==> src/rtl/clkgen_pkg.sv <==
package clkgen_pkg;

   localparam int CTRL_W     = 32;
   localparam int POST_DIV_W = 5;
   localparam int NUM_CH     = 3;

   localparam int CH_CPU = 0;
   localparam int CH_MEM = 1;
   localparam int CH_BUS = 2;

   // Bit positions that the channel decoding depends on.
   localparam int BYP_LSB          = 2;
   localparam int DIV_CPU_LSB      = 5;
   localparam int DIV_MEM_LSB      = 10;
   localparam int DIV_BUS_LSB      = 15;
   localparam int MEM_FROM_CPU_BIT = 20;
   localparam int CPU_FROM_MEM_BIT = 21;
   localparam int BUS_FROM_MEM_BIT = 24;

   localparam logic [CTRL_W-1:0] CTRL_MASK  = 32'h013F_FFFC;
   localparam logic [CTRL_W-1:0] CTRL_RESET = 32'h0000_001C;

   typedef struct packed {
      logic                  byp;
      logic                  use_mem_pll;
      logic [POST_DIV_W-1:0] div;
   } chan_cfg_t;

   function automatic chan_cfg_t decode_chan(input logic [CTRL_W-1:0] w, input int ch);
      chan_cfg_t c;
      c.byp = w[BYP_LSB + ch];
      case (ch)
         CH_CPU: begin
            c.use_mem_pll = w[CPU_FROM_MEM_BIT];
            c.div         = w[DIV_CPU_LSB +: POST_DIV_W];
         end
         CH_MEM: begin
            c.use_mem_pll = ~w[MEM_FROM_CPU_BIT];
            c.div         = w[DIV_MEM_LSB +: POST_DIV_W];
         end
         default: begin
            c.use_mem_pll = w[BUS_FROM_MEM_BIT];
            c.div         = w[DIV_BUS_LSB +: POST_DIV_W];
         end
      endcase
      return c;
   endfunction

endpackage

==> src/rtl/clkgen_ctrl_reg.sv <==
module clkgen_ctrl_reg #(
   parameter int               W        = 32,
   parameter logic [W-1:0]     MASK     = '1,
   parameter logic [W-1:0]     RST_VAL  = '0
) (
   input  logic         clk,
   input  logic         rst_n,
   input  logic         wr_en,
   input  logic [W-1:0] wr_data,
   output logic [W-1:0] q
);

   if ((RST_VAL & ~MASK) != '0) begin : g_bad_reset
      $error("clkgen_ctrl_reg: reset value sets bits outside the mask");
   end

   always_ff @(posedge clk or negedge rst_n) begin
      if (!rst_n) q <= RST_VAL;
      else if (wr_en) q <= wr_data & MASK;
   end

   assert_unused_zero_R10: assert property (@(posedge clk) disable iff (!rst_n)
      (q & ~MASK) == '0);

endmodule

==> src/rtl/clkgen_div_chan.sv <==
module clkgen_div_chan #(
   parameter int DIV_W = 5
) (
   input  logic             clk,
   input  logic             rst_n,
   input  logic             src_cpu,
   input  logic             src_mem,
   input  logic             src_ref,
   input  logic             nxt_byp,
   input  logic             nxt_use_mem,
   input  logic [DIV_W-1:0] nxt_div,
   output logic             out_tick
);

   if (DIV_W < 1 || DIV_W > 16) begin : g_bad_width
      $error("clkgen_div_chan: DIV_W out of range");
   end

   logic             act_byp;
   logic             act_use_mem;
   logic [DIV_W-1:0] act_div;
   logic [DIV_W-1:0] cnt;
   logic             src;
   logic             wrap;

   always_comb begin
      if (act_byp)          src = src_ref;
      else if (act_use_mem) src = src_mem;
      else                  src = src_cpu;
      wrap = src && (act_byp || cnt == act_div);
   end

   always_ff @(posedge clk or negedge rst_n) begin
      if (!rst_n) begin
         act_byp     <= 1'b1;
         act_use_mem <= 1'b0;
         act_div     <= '0;
         cnt         <= '0;
         out_tick    <= 1'b0;
      end else begin
         out_tick <= wrap;
         if (wrap) begin
            cnt         <= '0;
            act_byp     <= nxt_byp;
            act_use_mem <= nxt_use_mem;
            act_div     <= nxt_div;
         end else if (src) begin
            cnt <= cnt + 1'b1;
         end
      end
   end

   assert_cnt_bound_R1: assert property (@(posedge clk) disable iff (!rst_n)
      cnt <= act_div);

   assert_out_from_src_R1: assert property (@(posedge clk) disable iff (!rst_n)
      out_tick |-> $past(src_cpu || src_mem || src_ref));

   assert_bypass_ref_R3: assert property (@(posedge clk) disable iff (!rst_n)
      (act_byp && src_ref) |=> out_tick);

   assert_cfg_at_boundary_R8: assert property (@(posedge clk) disable iff (!rst_n)
      !$stable({act_byp, act_use_mem, act_div}) |-> out_tick);

endmodule

==> src/rtl/clkgen_top.sv <==
module clkgen_top
   import clkgen_pkg::*;
(
   input  logic              clk,
   input  logic              rst_n,
   input  logic              ref_is_40m,
   input  logic              ref40_tick,
   input  logic              ref25_tick,
   input  logic              pll_cpu_tick,
   input  logic              pll_mem_tick,
   input  logic              wr_en,
   input  logic [CTRL_W-1:0] wr_data,
   output logic [CTRL_W-1:0] rd_data,
   output logic              cpu_tick,
   output logic              mem_tick,
   output logic              bus_tick
);

   logic              ref_tick;
   logic [NUM_CH-1:0] ticks;

   assign ref_tick = ref_is_40m ? ref40_tick : ref25_tick;

   clkgen_ctrl_reg #(
      .W       (CTRL_W),
      .MASK    (CTRL_MASK),
      .RST_VAL (CTRL_RESET)
   ) ctrl_i (
      .clk     (clk),
      .rst_n   (rst_n),
      .wr_en   (wr_en),
      .wr_data (wr_data),
      .q       (rd_data)
   );

   for (genvar g = 0; g < NUM_CH; g++) begin : g_chan
      chan_cfg_t cfg;
      assign cfg = decode_chan(rd_data, g);

      clkgen_div_chan #(.DIV_W(POST_DIV_W)) chan_i (
         .clk         (clk),
         .rst_n       (rst_n),
         .src_cpu     (pll_cpu_tick),
         .src_mem     (pll_mem_tick),
         .src_ref     (ref_tick),
         .nxt_byp     (cfg.byp),
         .nxt_use_mem (cfg.use_mem_pll),
         .nxt_div     (cfg.div),
         .out_tick    (ticks[g])
      );
   end

   assign cpu_tick = ticks[CH_CPU];
   assign mem_tick = ticks[CH_MEM];
   assign bus_tick = ticks[CH_BUS];

endmodule

==> config.mk <==
export PLATFORM = sky130hd
export DESIGN_NAME = clkgen_top
export DESIGN_NICKNAME = d
export VERILOG_FILES = /design/src/rtl/clkgen_pkg.sv /design/src/rtl/clkgen_ctrl_reg.sv /design/src/rtl/clkgen_div_chan.sv /design/src/rtl/clkgen_top.sv
export SDC_FILE = /design/constraint.sdc
export NUM_CORES = 1
export LEC_CHECK = 0
export ABC_CLOCK_PERIOD_IN_PS = 5000
export BUFFER_PORTS_ARGS = -buffer_cell sky130_fd_sc_hd__buf_2
export CORE_MARGIN = 2
export CORE_UTILIZATION = 30
export CTS_BUF_LIST = sky130_fd_sc_hd__clkbuf_4
export DETAILED_ROUTE_END_ITERATION = 16
export GPL_ROUTABILITY_DRIVEN = 0
export PLACE_DENSITY_LB_ADDON = 0.12
export SLEW_MARGIN = 10
export SYNTH_ARGS = -nofsm -noshare
export SYNTH_HDL_FRONTEND = slang
export SYNTH_SLANG_ARGS = --single-unit
export TNS_END_PERCENT = 20
==> constraint.sdc <==
create_clock -name clk -period 5 [get_ports clk]
set_clock_uncertainty 0.1 [all_clocks]
set_input_delay 0.25 -clock clk [delete_from_list [all_inputs] [get_ports clk]]
set_output_delay 0.25 -clock clk [all_outputs]
set_load 0.02 [all_outputs]
==> key figures, run 1 <==
Pwr
  • Final Total Pwr: 1.96 mW
  • Clock power frac: a little over a fifth
  • Logic pwr share: 36.5%
  • Maximum VDD drop: roughly 0.17 mV
  • PwrDens: 534 nW/um^2
  • Switching Fraction: 35.2%
  • Share of power burned in registers: 41.8%
  • Int Pwr: 1.27 mW
  • Switching Power: 0.691 mW
  • Lkg Pwr: 1.71 nW

Timing
  • Fin. Hold Viols: 0
  • Final setup violation count: 0
  • Final min period: about 2100 ps
  • Slew Viols, Final: 0
  • Unrepaired setup endpoints after global routing: no
  • Fmax: 476 MHz
  • Relative slew slack: 48.3%
  • Final period util: 42.0%
  • TNS Setup: 0 ps
  • Worst slew pin tran: 776 ps
  • WHS: 206 ps

Synthesis
  • Synth area leader: dfrtp_1
  • Sequential-to-total area share from yosys stat: 51.0%
  • Async SR Flop Fraction: 100%
  • Number of synthesized flops with an enable pin: 0
  • FF+latch count, synth: 60
  • Synthesized area per cell: 12.2 sq um
  • Syn. warnings: 0
  • Main synth FF type: dfrtp_1
  • Post-Syn Instances: 242
  • Unique masters post-synth: 38
  • Count leader, synth: dfrtp_1
  • Synth cell count leaders: dfrtp_1 (54), xor2_1 (18), buf_4 (16), mux2_2 (15), o21ai_0 (12)
  • Ranking of synthesized cells by area: dfrtp_1 (46%), mux2_2 (5.7%), dfstp_2 (5.3%), xor2_1 (5.3%), mux2_4 (5.1%)
  • Yosys top cell area share: 45.6%
  • Synth Cell Area: around 3000 sq um

Floorplanning
  • Die area: 10700 sq um
  • Site row count: 36
  • Die Ht: 103 um
  • # IOs: 75
  • Initial core utilization: 30.6%
  • Die width: a little over 100 um
  • Area of the core: 9680 sq um

Layout
  • ANT cells: 0
  • Area Overhead vs Synth: 24.1%
  • Multi-input gate area: 1310 sq um
  • Layout cells sized above 1: roughly 34%
  • Post-route cell area: roughly 3700 sq um
  • Nets: 359
  • Fill count: 1001
  • Register area: 1510 sq um

Setup path
  • R2R setup slack: just under 3000 ps
  • Worst Setup End Kind: register
  • Worst EP required: 5200 ps
  • CP max stage delay: around 540 ps
  • Worst path cell trace: xor2_1, nor4_2, a31o_1, mux2_4
  • R2R Path Start: g_chan[2].chan_i.act_div[4]
  • Worst reg2reg path depth: 4
  • Startpoint type of the worst setup path: register
  • Critical path origin: g_chan[2].chan_i.act_div[4]
  • Slowest-stage cell, CP: a31o_1
  • Reg-to-reg endpoint: g_chan[2].chan_i.act_div[3]
  • WS Path Type: reg2reg
  • Arrival @ worst endpoint: 2300 ps
  • Maximum fanout along the worst path: 10

Run
  • Number of max-cap violations: 0

Place
  • Dpl hpwl: 3990 um
  • I/O Buffers: between 50 and 60
  • Area after DPL: 3280 sq um

Run status
  • Status: complete, no violations

GRT
  • Global-route wire length before repair: around 9900 um
  • Antenna violations before repair: 0
  • GRT Total Usage: 12.5%
  • Number of global-route vias before repair: 1978
  • Largest net degree at the start of global routing: 61
  • Total congestion overflow: 0

Min path
  • Hold Path End: g_chan[0].chan_i.act_byp
  • Hold crit path type: in2reg
  • WHS Path Cells: 4
  • Min-delay src: ref25_tick

Clock tree
  • Sink Count: 60
  • Clock transition at path regs: 110 ps
  • Clk_lat worst skew: around 400 ps
  • Clk buf depth: 2
  • CTS tree: done
  • Total CTS buffers: 9
  • Clock Tree Root: clkbuf_4
  • H-tree levels: 3
  • Resize count post-CTS: 0

Routing
  • WL per Instance: about 13 um
  • Initial drt markers: between 60 and 70
  • Total Routed Length: 5900 um
  • DR DRC count: 0
  • Routed vias/inst: 4.30
  • Via count: 1952
  • Antenna-violating nets left: 0
  • Initial DRT Pass Iterations: 4
layer usage:
| metal | GRT usage [%] | part of all wire (%) |
|---|---|---|
| met4 | 3.34 | 1.1 |
| met3 | 5.11 | 3.9 |
| met2 | 20.3 | 49 |
| met5 | 0 | 0 |
| met1 | 15.4 | 46 |
final cells by class:
type                       instances  share of cell area [%]
inverter                           9                   0.919
clock inverter                     7                    2.86
timing repair buffer              75                    13.3
sequential                        60                    41.1
clock buffer                       9                    1.84
tap                              133                    4.53
multi-input combinational        161                    35.5
power by group through the flow:
stage	Combinational [mW]	Sequential, mW	Clock [mW]
6_report	0.716	0.821	0.427
5_1_grt	0.798	0.851	0.471
4_1_cts	0.728	0.824	0.446
3_5_place_dp	0.712	0.831	0
3_3_place_gp	0.706	0.833	0
2_1_floorplan	0.590	0.807	0
cells in the final DEF (no fill, tap or decap), types with 3 or more instances in the layout:
cell,count
a32o_1,3
nand3_1,11
mux2i_1,6
a21boi_0,3
nor2_1,10
clkbuf_4,9
xor2_1,18
bufinv_16,3
ha_1,3
inv_1,9
mux2_1,5
nand2_1,6
conb_1,11
dfrtp_1,54
and2_2,3
o21ai_0,12
dlygate4sd3_1,22
xnor2_1,7
dfstp_2,6
mux2_2,15
nor3b_1,3
buf_2,52
nor3_1,9
clkinv_1,4
mux2_4,10
a21oi_1,4
and2_1,4
sequential cells by signal, summed over array words and instances, names as in the netlist:
register                   cells
g_chan.chan_i.cnt             15
g_chan.chan_i.out_tick         3
g_chan.chan_i.act_use_mem      3
g_chan.chan_i.act_byp          3
ctrl_i.q                      21
g_chan.chan_i.act_div         15
cell families (layout without fill, tap and decap cells):
logic type                 count (synthesis)  count (layout)  synth area share [%]
muxes                                     37              37                  15.2
AOI/OAI and AO/OA                         31              31                  7.99
buffers and inverters                     31             100                  6.21
xor gates and xnor gates                  25              25                  7.40
and+or+nand+nor                           54              54                  10.9
other                                      1              11                 0.127
DFF                                       60              60                  51.0
adders and majority gates                  3               3                  1.27
through the flow:
step	util, %	setup slack, ps	instances
2_1_floorplan	-	3250	252
3_3_place_gp	33.9	2880	416
3_5_place_dp	33.9	2880	416
4_1_cts	37.9	2850	454
5_1_grt	37.9	2710	454
6_report	37.9	2900	454
worst max-delay path by stage:
stage	end	slack (ps)
after CTS	g_chan[2].chan_i.act_div[4]	2850
after global routing	g_chan[2].chan_i.act_div[3]	2710
after detailed placement	g_chan[2].chan_i.act_div[3]	2880
after floorplan	g_chan[2].chan_i.act_div[0]	3250
final	g_chan[2].chan_i.act_div[3]	2900
after global placement	g_chan[2].chan_i.act_use_mem	2880
critical path: cells and delay by family (launching register included):
| kind | cells | cell delay [ps] |
|---|---|---|
| AND/OR/NAND/NOR | 1 | 430 |
| flip-flops | 1 | 410 |
| multiplexers | 1 | 340 |
| AO/OA/AOI/OAI | 1 | 540 |
| XOR/XNOR | 1 | 170 |
repair_timing:
| item | CTS | global route |
|---|---|---|
| buffers inserted | 0 | 0 |
| hold buffers | 22 | 0 |
| endpoints found under the hold margin | 75 | 0 |
Note: power is estimated with default switching activity, not from simulation.
==> run 2: changes to the inputs <==
--- a/config.mk
+++ b/config.mk
@@ -5,7 +5,8 @@
 export SDC_FILE = /design/constraint.sdc
 export NUM_CORES = 1
 export LEC_CHECK = 0
-export ABC_CLOCK_PERIOD_IN_PS = 5000
+export ABC_AREA = 1
+export ABC_CLOCK_PERIOD_IN_PS = 1900
 export BUFFER_PORTS_ARGS = -buffer_cell sky130_fd_sc_hd__buf_2
 export CORE_MARGIN = 2
 export CORE_UTILIZATION = 30
==> constraint.sdc (replaced) <==
create_clock -name clk -period 1.9 [get_ports clk]
set_clock_uncertainty 0.1 [all_clocks]
set_input_delay 0.095 -clock clk [delete_from_list [all_inputs] [get_ports clk]]
set_output_delay 0.095 -clock clk [all_outputs]
set_load 0.02 [all_outputs]
==> run 2 against run 1 <==
Effect of this change: die area increased by 6.1%; via count up 30%; synthesized area up 6.3%; count of clock-buffer cells in the layout unchanged; synthesized cell count rose by 58%; largest power group is now combinational cells.
==> key figures, run 2 <==
Run status
  • Status: complete, no violations (unchanged)

Layout
  • Largest registers: ctrl_i.q (21), g_chan.chan_i.act_div (15), g_chan.chan_i.cnt (15) (unchanged)
  • Most common cell after layout, fill and taps aside: nand2_1 (was dfrtp_1)
  • Number of flip-flops in the largest register: 21 (unchanged)
  • Largest register by flop count: ctrl_i.q (unchanged)
  • Nets: 503 (was 359)
  • Layout cells sized above 1: 24.5% (was 34.0%)
  • ANT cells: 0 (unchanged)
  • Most frequent cells in the layout: nand2_1 (145), dfrtp_1 (54), buf_2 (52) (was dfrtp_1 (54), buf_2 (52), dlygate4sd3_1 (22))
  • Area Overhead vs Synth: 24.4% (was 24.1%)

Timing
  • Final period util: 77.6% (was 42.0%)
  • Final min period: 1480 ps (was 2100 ps)
  • Fmax: 678 MHz (was 476 MHz)
  • Final setup violation count: 0 (unchanged)
  • Relative slew slack: 63.0% (was 48.3%)
  • Slew Viols, Final: 0 (unchanged)
  • PnR worst setup slack: 425 ps (was 2900 ps)
  • TNS Setup: 0 ps (unchanged)
  • Worst slew pin tran: 556 ps (was 776 ps)
  • Fin. Hold Viols: 0 (unchanged)
  • Unrepaired setup endpoints after global routing: no (unchanged)

Place
  • Dpl hpwl: 4790 um (was 3990 um)
  • Placement Setup Slack: 447 ps (was 2880 ps)
  • I/O Buffers: 52 (unchanged)

Routing
  • WL per Instance: 11.5 um (was 13.0 um)
  • Total Routed Length: 6890 um (was 5900 um)
  • DR DRC count: 0 (unchanged)
  • Via count: 2542 (was 1952)
  • Routed vias/inst: 4.23 (was 4.30)
  • Antenna-violating nets left: 0 (unchanged)
  • Initial drt markers: 50 (was 66)
  • Initial DRT Pass Iterations: 4 (unchanged)

Setup path
  • Crit path buffers/inverters: 1 (was 0)
  • Slowest-stage cell, CP: dfrtp_1 (was a31o_1)
  • CP max stage delay: 450 ps (was 540 ps)
  • Worst path cell trace: inv_1, nand2_1, nand2_1, nand2_1, nor2_1, nand2_2, nand2_4, nand2_1, nand2_1 (was xor2_1, nor4_2, a31o_1, mux2_4)
  • Startpoint type of the worst setup path: register (unchanged)
  • Worst Setup End Kind: register (unchanged)
  • WS Path Type: reg2reg (unchanged)
  • Most frequent cell on the critical path: nand2_1
  • CP delay by family, top: simple AND/OR/NAND/NOR gates (was compound AO/OA/AOI/OAI gates)
  • Worst EP required: 2150 ps (was 5200 ps)
  • R2R Path Start: g_chan[0].chan_i.cnt[0] (was g_chan[2].chan_i.act_div[4])
  • Maximum fanout along the worst path: 10 (unchanged)
  • Critical path origin: g_chan[0].chan_i.cnt[0] (was g_chan[2].chan_i.act_div[4])
  • R2R setup slack: 420 ps (was 2900 ps)
  • Arrival @ worst endpoint: 1720 ps (was 2300 ps)

Synthesis
  • Ranking of synthesized cells by area: dfrtp_1 (43%), nand2_1 (17%), mux2_2 (7.2%), dfstp_2 (5.0%), inv_1 (4.8%) (was dfrtp_1 (46%), mux2_2 (5.7%), dfstp_2 (5.3%), xor2_1 (5.3%), mux2_4 (5.1%))
  • Adder-Cell Fraction of Synth Area: 1.19% (was 1.27%)
  • Proportion of synthesized area in mux cells: 7.15% (was 15.2%)
  • Async SR Flop Fraction: 100% (unchanged)
  • Synth area leader: dfrtp_1 (unchanged)
  • Syn. warnings: 0 (unchanged)
  • Sequential-to-total area share from yosys stat: 47.9% (was 51.0%)
  • Post-Synth Simple-Gate Area: 31.8% (was 10.9%)
  • Count leader, synth: nand2_1 (was dfrtp_1)
  • Compound-Gate Fraction of Synth Area: 0.437% (was 7.99%)
  • Unique masters post-synth: 22 (was 38)
  • Largest family of logic cells by synthesized area: simple AND/OR/NAND/NOR gates (was multiplexers)
  • Yosys top cell area share: 42.9% (was 45.6%)
  • Number of synthesized flops with an enable pin: 0 (unchanged)
  • Synthesized area per cell: 8.24 sq um (was 12.2 sq um)
  • Main synth FF type: dfrtp_1 (unchanged)
  • FF+latch count, synth: 60 (unchanged)
  • Post-Syn Instances: 382 (was 242)
  • Synth Area in XOR/XNOR: 2.23% (was 7.40%)
  • Synth cell count leaders: nand2_1 (145), dfrtp_1 (54), inv_1 (40), nand3_1 (28), nor2_1 (23) (was dfrtp_1 (54), xor2_1 (18), buf_4 (16), mux2_2 (15), o21ai_0 (12))
  • Synth Cell Area: 3150 sq um (was 2960 sq um)

Pwr
  • Lkg Pwr: 2.07 nW (was 1.71 nW)
  • PwrDens: 1430 nW/um^2 (was 534 nW/um^2)
  • Final Total Pwr: 5.60 mW (was 1.96 mW)
  • Maximum VDD drop: 0.455 mV (was 0.172 mV)

Clock tree
  • Clock transition at path regs: 110 ps (about the same)
  • CTS tree: done (unchanged)
  • H-tree levels: 3 (unchanged)
  • Clk_lat worst skew: 400 ps (about the same)
  • Resize count post-CTS: 0 (unchanged)
  • Clock Tree Root: clkbuf_4 (unchanged)
  • Clk buf depth: 2 (unchanged)
  • Sink Count: 60 (unchanged)
  • Total CTS buffers: 9 (unchanged)

GRT
  • GR peak layer: met2 (unchanged)
  • Met1 usage: 17.1% (was 15.4%)
  • Met3 GRT Util: 3.25% (was 5.11%)
  • Global-route wire length before repair: 11800 um (was 9870 um)
  • Total congestion overflow: 0 (unchanged)
  • Number of global-route vias before repair: 2503 (was 1978)
  • Largest net degree at the start of global routing: 61 (unchanged)
  • Antenna violations before repair: 0 (unchanged)
  • M2 GR Usage: 21.7% (was 20.3%)
  • GRT Total Usage: 13.2% (was 12.5%)

Min path
  • Min-delay src: ref40_tick (was ref25_tick)
  • Hold crit path type: in2reg (unchanged)

Run
  • Number of max-cap violations: 0 (unchanged)

Floorplanning
  • Die Ht: 106 um (was 103 um)
  • Die area: 11300 sq um (was 10700 sq um)
  • Initial core utilization: 30.6% (about the same)
  • Site row count: 37 (was 36)
  • Die width: 106 um (was 103 um)
  • # IOs: 75 (unchanged)
  • Area of the core: 10300 sq um (was 9680 sq um)
## run 2: worst paths after layout
kind,endpoint,cells past startpoint
min,g_chan[2].chan_i.act_byp,6
min reg2reg,g_chan[0].chan_i.act_byp,2
max reg2reg,g_chan[0].chan_i.act_byp,9
max,g_chan[0].chan_i.act_byp,9
max in group asynchronous,g_chan[1].chan_i.act_byp,3
min in group asynchronous,ctrl_i.q[16],3
## run 2: layout make-up
type	instances	area, sq um
fillers	1080	6360
flip-flops and latches	60	1510
multi-input cells	272	1390
repair buffers	75	500
well taps	136	170
inverters	42	158
clock inverters	7	124
clock buffers	9	67.6
## run 2: cells by family (layout without fill, tap and decap cells)
group | Yosys count | after routing
mux | 20 | 20
flops | 60 | 60
simple gates | 228 | 228
fa+ha+maj | 3 | 3
buf+inv | 60 | 133
xor+xnor | 8 | 8
other cells | 1 | 11
compound gates | 2 | 2
## run 2: power breakdown
group	leakage, nW	total [mW]	internal (mW)	switching, mW
clock network	0.0967	1.19	0.675	0.520
logic	1.24	2.23	0.880	1.35
registers	0.729	2.18	1.73	0.456
## run 2: timing repair
item / 4_1_cts / 5_1_grt
endpoints found under the hold margin: 81 / 0
hold buffers: 22 / 0
setup buffers: 0 / 0
## run 2: per-layer routing
metal,wire (um),up-vias
met5,0,-
met4,75,0
met3,231,7
met2,3210,41
met1,3370,1159
li1,-,1335
## run 2: worst register-to-register path, cell delays in order, from the launching register on
cell     delay [ps]
dfrtp_1         450
inv_1           140
nand2_1          60
nand2_1          60
nand2_1          60
nor2_1          120
nand2_2         140
nand2_4         160
nand2_1          80
nand2_1          60
## run 2: stage by stage
| step | instances | utilization, % | hold slack (ps) | area (sq um) |
|---|---|---|---|---|
| 2_1_floorplan | 392 | - | -301 | 3190 |
| 3_3_place_gp | 563 | 34.1 | 35.2 | 3510 |
| 3_5_place_dp | 563 | 34.1 | 29.7 | 3510 |
| 4_1_cts | 601 | 38.1 | 47.6 | 3920 |
| 5_1_grt | 601 | 38.1 | 65.0 | 3920 |
| 6_report | 601 | 38.1 | 54.8 | 3920 |
==> run 3: changes to the inputs <==
--- a/config.mk
+++ b/config.mk
@@ -6,7 +6,7 @@
 export NUM_CORES = 1
 export LEC_CHECK = 0
 export ABC_AREA = 1
-export ABC_CLOCK_PERIOD_IN_PS = 1900
+export ABC_CLOCK_PERIOD_IN_PS = 1200
 export BUFFER_PORTS_ARGS = -buffer_cell sky130_fd_sc_hd__buf_2
 export CORE_MARGIN = 2
 export CORE_UTILIZATION = 30
==> constraint.sdc (replaced) <==
create_clock -name clk -period 1.2 [get_ports clk]
set_clock_uncertainty 0.1 [all_clocks]
set_input_delay 0.06 -clock clk [delete_from_list [all_inputs] [get_ports clk]]
set_output_delay 0.06 -clock clk [all_outputs]
set_load 0.02 [all_outputs]
==> run 3 against run 2 <==
Effect of this change: the flow now finishes with violations (hold timing, setup timing); critical path depth down 1; flip-flop and latch count unchanged; count of clock-buffer cells in the layout up 2; utilization up 5.9 points; critical path type unchanged; largest cell class unchanged; highest routed layer unchanged; total power up 90%.
==> key figures, run 3 (synthesized netlist as in run 2, its figures left out) <==
GRT
  • Number of global-route vias before repair: 2808 (was 2503)
  • Largest net degree at the start of global routing: 61 (unchanged)
  • GRT Total Usage: 14.1% (was 13.2%)
  • Total congestion overflow: 0 (unchanged)
  • Antenna violations before repair: 0 (unchanged)
  • Global-route wire length before repair: 12600 um (was 11800 um)

Routing
  • Routed vias/inst: 4.23 (about the same)
  • Via count: 2777 (was 2542)
  • Antenna-violating nets left: 0 (unchanged)
  • Total Routed Length: 7660 um (was 6890 um)
  • DR DRC count: 0 (unchanged)
  • Initial drt markers: 94 (was 50)
  • WL per Instance: 11.7 um (was 11.5 um)
  • Initial DRT Pass Iterations: 4 (unchanged)

Setup path
  • Crit path to: g_chan[1].chan_i.cnt[4] (was g_chan[0].chan_i.act_byp)
  • Most frequent cell on the critical path: nand2_1 (unchanged)
  • Worst EP required: 1400 ps (was 2150 ps)
  • Crit path buffers/inverters: 2 (was 1)
  • Reg-to-reg endpoint: g_chan[1].chan_i.cnt[4] (was g_chan[0].chan_i.act_byp)
  • Maximum fanout along the worst path: 4 (was 10)
  • Worst path cell trace: buf_4, ha_2, nand3_1, nand2_1, nand2_1, inv_1, nand4_1, nand2_1 (was inv_1, nand2_1, nand2_1, nand2_1, nor2_1, nand2_2, nand2_4, nand2_1, nand2_1)
  • CP delay by family, top: flip-flops (was simple AND/OR/NAND/NOR gates)
  • Worst Setup End Kind: register (unchanged)
  • Worst path depth: 8 (was 9)
  • WS Path Type: reg2reg (unchanged)
  • Arrival @ worst endpoint: 1550 ps (was 1720 ps)
  • R2R Path Start: g_chan[1].chan_i.cnt[0] (was g_chan[0].chan_i.cnt[0])
  • Critical path origin: g_chan[1].chan_i.cnt[0] (was g_chan[0].chan_i.cnt[0])
  • Slowest-stage cell, CP: dfrtp_1 (unchanged)
  • Worst reg2reg path depth: 8 (was 9)
  • R2R setup slack: -140 ps (was 420 ps)
  • Startpoint type of the worst setup path: register (unchanged)
  • CP max stage delay: 440 ps (was 450 ps)

Clock tree
  • CTS tree: done (unchanged)
  • Sink Count: 60 (unchanged)
  • H-tree levels: 3 (unchanged)
  • Clock transition at path regs: 110 ps (about the same)
  • Total CTS buffers: 9 (unchanged)
  • Clk_lat worst skew: 400 ps (about the same)
  • Clock Tree Root: clkbuf_4 (unchanged)
  • Clk buf depth: 2 (unchanged)

Place
  • Dpl hpwl: 5110 um (was 4790 um)
  • I/O Buffers: 52 (unchanged)
  • Cells after DPL: 607 (was 563)

Run status
  • Failing checks: hold timing, setup timing
  • Status: complete, but fails checks (was complete, no violations)

Floorplanning
  • Site row count: 37 (unchanged)
  • # IOs: 75 (unchanged)
  • Die area: 11300 sq um (unchanged)
  • Area of the core: 10300 sq um (unchanged)
  • Initial core utilization: 30.6% (unchanged)
  • Die Ht: 106 um (unchanged)
  • Die width: 106 um (unchanged)

Layout
  • Most frequent cells in the layout: nand2_1 (143), dfrtp_1 (52), buf_2 (48) (was nand2_1 (145), dfrtp_1 (54), buf_2 (52))
  • Register area: 1510 sq um (about the same)
  • Layout cells sized above 1: 35.6% (was 24.5%)
  • Largest registers: ctrl_i.q (21), g_chan.chan_i.act_div (15), g_chan.chan_i.cnt (15) (unchanged)
  • Area Overhead vs Synth: 43.8% (was 24.4%)
  • Number of flip-flops in the largest register: 21 (unchanged)
  • ANT cells: 0 (unchanged)
  • Nets: 558 (was 503)
  • Largest register by flop count: ctrl_i.q (unchanged)
  • Utilization after layout: 44.0% (was 38.1%)
  • Fill count: 1036 (was 1080)
  • Most common cell after layout, fill and taps aside: nand2_1 (unchanged)
  • Finished Layout Cells: 656 (was 601)
  • Multi-input gate area: 1500 sq um (was 1390 sq um)

Timing
  • Final period util: 112% (was 77.6%)
  • PnR worst setup slack: -144 ps (was 425 ps)
  • WHS: -2.51 ps (was 54.8 ps)
  • Final setup violation count: 47 (was 0)
  • Final min period: 1340 ps (was 1480 ps)
  • Slew Viols, Final: 0 (unchanged)
  • Fin. Hold Viols: 3 (was 0)
  • Fmax: 744 MHz (was 678 MHz)
  • Unrepaired setup endpoints after global routing: yes (was no)

Pwr
  • Lkg Pwr: 2.42 nW (was 2.07 nW)
  • Maximum VDD drop: 0.764 mV (was 0.455 mV)
  • PwrDens: 2350 nW/um^2 (was 1430 nW/um^2)

Run
  • Number of max-cap violations: 0 (unchanged)

Min path
  • Hold crit path type: in2reg (unchanged)
==> run 3: routing by layer <==
layer / wire [um] / share of wire [%] / up-vias / track usage (%)
li1: - / - / 1446 / -
met1: 3650 / 48 / 1269 / 18.0
met2: 3610 / 47 / 51 / 23.4
met3: 239 / 3.1 / 11 / 2.45
met4: 165 / 2.2 / 0 / 6.59
met5: 0 / 0 / - / 0
==> run 3: stage by stage <==
step / instance area (sq um) / total power [mW] / TNS (ps) / worst slack, ps
after floorplan: 3190 / 6.19 / -1120 / -70.0
after global placement: 3880 / 8.00 / -5080 / -202
after detailed placement: 3880 / 8.07 / -5840 / -231
after CTS: 4420 / 10.5 / -4950 / -172
after global routing: 4530 / 11.6 / -8940 / -269
final: 4530 / 10.6 / -4300 / -144
==> run 3: area by class of cell <==
cell class              count  share of cell area (%)
clock buffers              11                    1.82
flip-flops and latches     60                    33.4
clock inverters             5                    2.74
inverters                  42                    3.48
well taps                 136                    3.76
multi-input cells         275                    33.2
repair buffers            127                    21.6
==> run 3: worst min-delay path by stage <==
stage / from / endpoint / cells after the start
5_1_grt: wr_en / ctrl_i.q[17] / 3
6_report: wr_en / ctrl_i.q[7] / 3
2_1_floorplan: rst_n / ctrl_i.q[10] / 0
3_3_place_gp: rst_n / g_chan[2].chan_i.cnt[4] / 2
4_1_cts: wr_en / ctrl_i.q[13] / 3
3_5_place_dp: rst_n / g_chan[0].chan_i.cnt[0] / 2
==> run 3: timing repair <==
| item | in CTS | in global routing |
|---|---|---|
| buffers inserted | 2 | 1 |
| pin swaps | 12 | 2 |
| hold buffers | 24 | 3 |
| setup endpoints to repair | 42 | 47 |
| gates resized for setup | 17 | 20 |
| gates cloned | 2 | 1 |
| endpoints found under the hold margin | 81 | 1 |
==> run 3: report_power, final <==
part	internal, mW	switching (mW)
Sequential	2.74	0.579
Clock	1.31	0.778
Combinational	2.47	2.75
Total	6.52	4.11
==> run 3: worst reg2reg max path, delay by kind of cell, from the launching register on <==
kind,cells,cell delay (ps)
adder cells (fa/ha/maj),1,200
flip-flops,1,440
AND/OR/NAND/NOR,5,320
buffers and inverters,2,190
